<file path="src/rtl/wdt_pkg.sv">
package wdt_pkg;

    typedef enum logic [1:0] {
        ACT_OFF = 2'd0,
        ACT_IRQ = 2'd1,
        ACT_NMI = 2'd2,
        ACT_RST = 2'd3
    } wdt_act_e;

    typedef enum logic [1:0] {
        S_IDLE  = 2'd0,
        S_COUNT = 2'd1,
        S_FIRE  = 2'd2,
        S_HOLD  = 2'd3
    } wdt_state_e;

    localparam int CTRL_OFFSET  = 0;
    localparam int TIMER_OFFSET = 4;
    localparam int FLAG_BIT     = 31;

endpackage

</file>
<file path="src/rtl/wdt_loader.sv">
module wdt_loader #(
    parameter int CNT_W    = 32,
    parameter int LOAD_LAT = 4
) (
    input  logic             clk,
    input  logic             rst_n,
    input  logic             wr_stb,
    input  logic [CNT_W-1:0] wr_val,
    output logic             load_done,
    output logic [CNT_W-1:0] load_val
);
    localparam int LAT_W = $clog2(LOAD_LAT + 1);

    logic [LAT_W-1:0] wait_q;
    logic [CNT_W-1:0] pend_q;

    always_ff @(posedge clk or negedge rst_n) begin
        if (!rst_n) begin
            wait_q <= '0;
            pend_q <= '0;
        end else if (wr_stb) begin
            wait_q <= LAT_W'(LOAD_LAT);
            pend_q <= wr_val;
        end else if (wait_q != '0) begin
            wait_q <= wait_q - 1'b1;
        end
    end

    assign load_done = (wait_q == LAT_W'(1));
    assign load_val  = pend_q;

    // a fresh write never completes on the very next edge when the delay exceeds one
    p_no_early_load_r3: assert property (@(posedge clk) disable iff (!rst_n)
        (LOAD_LAT > 1) && $past(wr_stb) |-> !load_done);

endmodule

</file>
<file path="src/rtl/wdt_counter.sv">
module wdt_counter #(
    parameter int CNT_W = 32
) (
    input  logic             clk,
    input  logic             rst_n,
    input  logic             run,
    input  logic             load_done,
    input  logic [CNT_W-1:0] load_val,
    output logic [CNT_W-1:0] count,
    output logic             zero
);
    always_ff @(posedge clk or negedge rst_n) begin
        if (!rst_n)
            count <= '1;
        else if (load_done)
            count <= load_val;
        else if (run && count != '0)
            count <= count - 1'b1;
    end

    assign zero = (count == '0);

    // without a load, the count is held or falls by exactly one
    p_step_r4: assert property (@(posedge clk) disable iff (!rst_n)
        !$past(load_done) |-> (count == $past(count) || count == $past(count) - 1'b1));

    // no wrap below zero
    p_no_wrap_r4: assert property (@(posedge clk) disable iff (!rst_n)
        $past(count) == '0 && !$past(load_done) |-> count == '0);

    // frozen while the action is off
    p_hold_off_r4: assert property (@(posedge clk) disable iff (!rst_n)
        !$past(run) && !$past(load_done) |-> $stable(count));

endmodule

</file>
<file path="src/rtl/wdt_fsm.sv">
module wdt_fsm
    import wdt_pkg::*;
(
    input  logic     clk,
    input  logic     rst_n,
    input  wdt_act_e action,
    input  logic     zero,
    input  logic     load_done,
    output logic     irq,
    output logic     nmi,
    output logic     rst_req
);
    wdt_state_e state_q, state_d;

    always_comb begin
        state_d = state_q;
        if (action == ACT_OFF) begin
            state_d = S_IDLE;
        end else if (load_done) begin
            state_d = S_COUNT;
        end else begin
            unique case (state_q)
                S_IDLE:  state_d = zero ? S_FIRE : S_COUNT;
                S_COUNT: state_d = zero ? S_FIRE : S_COUNT;
                S_FIRE:  state_d = S_HOLD;
                S_HOLD:  state_d = S_HOLD;
                default: state_d = S_IDLE;
            endcase
        end
    end

    always_ff @(posedge clk or negedge rst_n) begin
        if (!rst_n)
            state_q <= S_IDLE;
        else
            state_q <= state_d;
    end

    logic expired;

    always_comb begin
        expired = (state_q == S_FIRE) || (state_q == S_HOLD);
        irq     = expired && (action == ACT_IRQ);
        nmi     = expired && (action == ACT_NMI);
        rst_req = (state_q == S_FIRE) && (action == ACT_RST);
    end

    // the reset request is a single-cycle pulse
    p_pulse_r8: assert property (@(posedge clk) disable iff (!rst_n)
        rst_req |=> !rst_req);

    // the outputs are mutually exclusive
    p_exclusive_r9: assert property (@(posedge clk) disable iff (!rst_n)
        $onehot0({irq, nmi, rst_req}));

    // an output rises under a steady action only after a zero count
    p_rise_after_zero_r5: assert property (@(posedge clk) disable iff (!rst_n)
        (irq || nmi || rst_req) && !$past(irq || nmi || rst_req) && $stable(action)
        |-> $past(zero));

    // the interrupt level holds until a reload lands or the action changes
    p_irq_level_r6: assert property (@(posedge clk) disable iff (!rst_n)
        $past(irq) && !$past(load_done) && action == ACT_IRQ |-> irq);

    // the NMI level holds under the same conditions
    p_nmi_level_r7: assert property (@(posedge clk) disable iff (!rst_n)
        $past(nmi) && !$past(load_done) && action == ACT_NMI |-> nmi);

    // an action held at off keeps every output low
    p_quiet_off_r10: assert property (@(posedge clk) disable iff (!rst_n)
        $past(action) == ACT_OFF && action == ACT_OFF |-> !(irq || nmi || rst_req));

endmodule

</file>
<file path="src/rtl/expiry_watchdog.sv">
module expiry_watchdog
    import wdt_pkg::*;
#(
    parameter int ADDR_W   = 3,
    parameter int CNT_W    = 32,
    parameter int LOAD_LAT = 4
) (
    input  logic              clk,
    input  logic              rst_n,
    input  logic              por_n,
    input  logic [ADDR_W-1:0] bus_addr,
    input  logic              bus_wr,
    input  logic [31:0]       bus_wdata,
    input  logic              bus_rd,
    output logic [31:0]       bus_rdata,
    output logic              irq_o,
    output logic              nmi_o,
    output logic              chip_rst_req_o
);
    localparam logic [ADDR_W-1:0] CTRL_A  = ADDR_W'(CTRL_OFFSET);
    localparam logic [ADDR_W-1:0] TIMER_A = ADDR_W'(TIMER_OFFSET);

    logic ctrl_hit, timer_hit;
    assign ctrl_hit  = (bus_addr == CTRL_A);
    assign timer_hit = (bus_addr == TIMER_A);

    wdt_act_e action_q;
    logic     wdt_flag_q;

    always_ff @(posedge clk or negedge rst_n) begin
        if (!rst_n)
            action_q <= ACT_OFF;
        else if (bus_wr && ctrl_hit)
            action_q <= wdt_act_e'(bus_wdata[1:0]);
    end

    logic             load_done;
    logic [CNT_W-1:0] load_val;
    logic [CNT_W-1:0] count;
    logic             zero;

    wdt_loader #(.CNT_W(CNT_W), .LOAD_LAT(LOAD_LAT)) u_loader (
        .clk       (clk),
        .rst_n     (rst_n),
        .wr_stb    (bus_wr && timer_hit),
        .wr_val    (bus_wdata[CNT_W-1:0]),
        .load_done (load_done),
        .load_val  (load_val)
    );

    wdt_counter #(.CNT_W(CNT_W)) u_counter (
        .clk       (clk),
        .rst_n     (rst_n),
        .run       (action_q != ACT_OFF),
        .load_done (load_done),
        .load_val  (load_val),
        .count     (count),
        .zero      (zero)
    );

    wdt_fsm u_fsm (
        .clk       (clk),
        .rst_n     (rst_n),
        .action    (action_q),
        .zero      (zero),
        .load_done (load_done),
        .irq       (irq_o),
        .nmi       (nmi_o),
        .rst_req   (chip_rst_req_o)
    );

    always_ff @(posedge clk or negedge por_n) begin
        if (!por_n)
            wdt_flag_q <= 1'b0;
        else if (chip_rst_req_o)
            wdt_flag_q <= 1'b1;
    end

    always_comb begin
        bus_rdata = '0;
        if (bus_rd) begin
            if (ctrl_hit) begin
                bus_rdata[1:0]      = action_q;
                bus_rdata[FLAG_BIT] = wdt_flag_q;
            end else if (timer_hit) begin
                bus_rdata = 32'(count);
            end
        end
    end

    // a reset request leaves the flag set
    p_flag_set_r11: assert property (@(posedge clk) disable iff (!por_n)
        chip_rst_req_o |=> wdt_flag_q);

    // unused control bits read as zero
    p_ctrl_pad_r2: assert property (@(posedge clk) disable iff (!rst_n)
        bus_rd && ctrl_hit |-> bus_rdata[30:2] == '0);

endmodule

</file>
<file path="config.mk">
export PLATFORM = sky130hd
export DESIGN_NAME = expiry_watchdog
export DESIGN_NICKNAME = d
export VERILOG_FILES = /design/src/rtl/wdt_pkg.sv /design/src/rtl/wdt_loader.sv /design/src/rtl/wdt_counter.sv /design/src/rtl/wdt_fsm.sv /design/src/rtl/expiry_watchdog.sv
export SDC_FILE = /design/constraint.sdc
export NUM_CORES = 1
export LEC_CHECK = 0
export BUFFER_PORTS_ARGS = -buffer_cell sky130_fd_sc_hd__buf_2
export CAP_MARGIN = 20
export CORE_ASPECT_RATIO = 1.4
export CORE_MARGIN = 2
export CORE_UTILIZATION = 60
export DETAILED_ROUTE_END_ITERATION = 16
export MAX_ROUTING_LAYER = met4
export PLACE_DENSITY_LB_ADDON = 0.15
export SKIP_LAST_GASP = 1
export SLEW_MARGIN = 20
export SYNTH_ARGS = -nofsm -noshare
export SYNTH_HDL_FRONTEND = slang
export SYNTH_SLANG_ARGS = --single-unit
</file>
<file path="constraint.sdc">
create_clock -name clk -period 5.2 [get_ports clk]
set_input_delay 0.26 -clock clk [delete_from_list [all_inputs] [get_ports clk]]
set_output_delay 0.26 -clock clk [all_outputs]
set_load 0.02 [all_outputs]
</file>
==> summary.md <==
| Metric | Value |
|---|---|
| Most frequent cells in the layout | buf_2 (74), nor2_1 (43), dfrtp_1 (40) |
| R2R depth | 5 |
| Max-Cap Viols | 0 |
| Layout cells sized above 1 | 38.1% |
| Number of buffers created by CTS | 9 |
| Routability Congestion | 0.892 |
| Hold Vio Cnt, Final | 0 |
| R2R Setup Slk | 2.33 ns |
| Post-synthesis cell type count | 42 |
| Filler cell count | 507 |
| GRT Util Overall | 26.3% |
| Post-route cell area | 4430 um^2 |
| Setup crit end kind | flip-flop |
| P_sw | 0.000760 W |
| Global-route wire length before repair | 14.1 mm |
| Max Slew Vio Count | 0 |
| Top_reg_cell synth | dfrtp_1 |
| Status | finished clean |
| RR Startpoint | u_counter.count[20] |
| EDFF count, synth | 0 |
| Fin nets | 486 |
| Clock Root Buffer | clkbuf_8 |
| Port Buffers | 74 |
| Worst IR Drop VDD | 382 uV |
| Final wirelength | 8.55 mm |
| F_max | 348 MHz |
| DRC | 0 |
| Num rows | 34 |
| Crit-path leading delay family | simple AND/OR/NAND/NOR gates |
| DRT Pass-1 Iters | 4 |
| Largest fanout on the critical path | 19 |
| Synth warn | 0 |
| Initial antenna violation count | 0 |
| Sw Ratio | 35.6% |
| Register bit total from synthesis | 72 |
| Number of endpoints failing setup at the final stage | 0 |
| DR WL/cell | 16.5 um |
| Latest clock arrival within the worst-skew pair | between 0.3 and 0.4 ns |
| Vias per cell | 6.01 |
| Combinational share of power | 29.4% |
| Worst Path Buf+Inv | 0 |
| TritonCTS clock tree | done |
| Core area | a little over 6000 um^2 |
| CTS H-Tree Depth | 3 |
| Vias in the first global route | around 3100 |
| Commonest non-fill, non-tap cell in the layout | buf_2 |
| CTS sink cnt | a little over 70 |
| Post-Syn Area | 3840 um^2 |
| Critical path's largest stage delay | approximately 0.70 ns |
| Slew @ Worst Pin | 1.02 ns |
| Min-delay worst type | in2async |
| Period utilisation layout | 55.3% |
| FFs w/ async S/R, synth | 100% |
| Crit-path slowest cell | or4_1 |
| Via count | 3115 |
| Antenna Nets Post-Route | 0 |
| Mean Syn Cell Area | 10.2 um^2 |
| Die area | 7060 um^2 |
| GR Layer Usage met3 | 3.07% |
| Critical Path Most Common Cell | or4_1 |
| Met1 Use GR | a little under a third |
| Setup Total Neg Slack | 0 ns |
| Mapped Cells | 375 |
| RSZ-0062 raised after global routing | no |
| Maximum root-to-sink buffer count | 2 |
| Die height | around 100 um |
| Largest net degree at the start of global routing | 72 |
| Critical Path RT | 5.45 ns |
| Number of diodes | 0 |
| HPWL Detailed | 5.81 mm |
| Lkg Pwr | 1.89 nW |
| Clock power frac | between 20% and 30% |
| R2r endpoint | u_counter.count[14] |
| GRT overflow | 0 |
| # IOs | 75 |
| Pwr dens | 482 nW/um^2 |
| M2 GR Usage | 45.2% |
| Max transition margin | around a third |
| Crit start category | flip-flop |
| Area after DPL | 4230 um^2 |
| Reg power frac | 50.5% |
| Register area share after synthesis | a little under half |
| Initial Util | 61.8% |
| Clock slew at reported path FFs | 0.07 ns |
| Internal power | around 0.0014 W |
| Setup CP Type | reg2reg |
| Area Overhead vs Synth | 15.4% |
| Die W | 71.6 um |
| Final min period | 2.87 ns |
| GRT Max-Usage Layer | met2 |
| Post-route core utilization | 71.3% |
| Worst endpoint data arrival time | 3.13 ns |
| CP cell instances | or4_1 > or4_1 > o31ai_4 > o21ai_0 > a31oi_1 |
| Syn_nets | 419 |
| Clock skew | 0.00548 ns |
| Detailed Route Iter0 Violations | 141 |
[repair_timing]
action,in CTS,in global routing
resized for setup,0,0
endpoints found under the hold margin,1,0
buffers inserted,0,0
hold buffers,1,0
[through the flow]
step	total power (W)	cells	setup slack, ns	hold slack, ns
3_5_place_dp	0.00171	502	2.44	0.0354
4_1_cts	0.00214	518	2.37	0.138
3_3_place_gp	0.00167	502	2.52	0.0348
2_1_floorplan	0.00150	375	2.78	-0.0356
5_1_grt	0.00228	518	2.17	0.143
6_report	0.00214	518	2.33	0.0961
[kinds of logic (layout without fill, tap and decap cells)]
kind of cell	count (synthesis)	after routing	share of synthesized area, %
AOI/OAI and AO/OA	66	66	11.8
xor gates and xnor gates	6	6	1.37
and+or+nand+nor	163	163	23.9
buffers and inverters	26	97	2.64
DFF	72	72	48.0
adders and majority gates	4	4	1.30
muxes	38	38	11.0
[metal layers]
metal	part of all wire [%]	vias up	routed length, um
met5	0	-	0
met2	53	97	4540
met4	1.7	0	148
met3	4.9	12	420
met1	40	1501	3440
li1	-	1505	-
[worst reg2reg max path: stages (launching register included)]
cell     delay, ns
dfstp_2       0.39
or4_1         0.61
or4_1         0.70
o31ai_4       0.64
o21ai_0       0.17
a31oi_1       0.27
[cell type report]
cell class	count	area [um^2]	area share, %
multi-input cells	277	1900	42.8
flip-flops and latches	72	1840	41.6
repair buffers	77	395	8.92
clock buffers	11	141	3.19
well taps	72	90.1	2.03
clock inverters	4	45.0	1.02
inverters	5	18.8	0.424
[flip-flops by register name (all words and copies together) (netlist names)]
| name | count |
|---|---|
| action_q | 2 |
| u_counter.count | 32 |
| u_fsm.state_q | 2 |
| u_loader.load_val | 32 |
| u_loader.wait_q | 3 |
| wdt_flag_q | 1 |
[synth_stat cells, types with 4 or more instances]
library cell  instances  area, um^2
a31oi_1              24         150
and2_1               29         181
clkbuf_1             18        67.6
dfrtp_1              40        1000
dfstp_2              32         841
ha_1                  4        50.1
inv_1                 5        18.8
mux2_2               35         394
nand2_1              14        52.6
nand2b_1              5        31.3
nand3_1               4        20.0
nor2_1               43         161
nor3_1                4        20.0
nor4_1                9        56.3
o21ai_0              17        85.1
o311ai_0              4        35.0
o31ai_1               9        67.6
or2_2                 5        31.3
or3_1                18         113
or4_1                17         128
[how the worst max path moves through the flow]
stage,from,end,slack (ns),cells after the start
6_report,u_counter.count[20],u_counter.count[14],2.33,5
5_1_grt,u_counter.count[20],u_counter.count[3],2.17,5
4_1_cts,u_counter.count[20],u_counter.count[14],2.37,5
3_5_place_dp,u_counter.count[20],u_counter.count[19],2.44,5
3_3_place_gp,u_counter.count[20],u_counter.count[29],2.52,5
2_1_floorplan,u_counter.count[3],u_counter.count[19],2.78,5
[power groups by stage]
stage	registers [W]	clock network, W	logic [W]
2_1_floorplan	0.00100	0	0.000499
3_3_place_gp	0.00107	0	0.000597
3_5_place_dp	0.00109	0	0.000623
4_1_cts	0.00108	0.000435	0.000630
5_1_grt	0.00112	0.000453	0.000716
6_report	0.00108	0.000429	0.000628
Note: power is estimated with default switching activity, not from simulation.
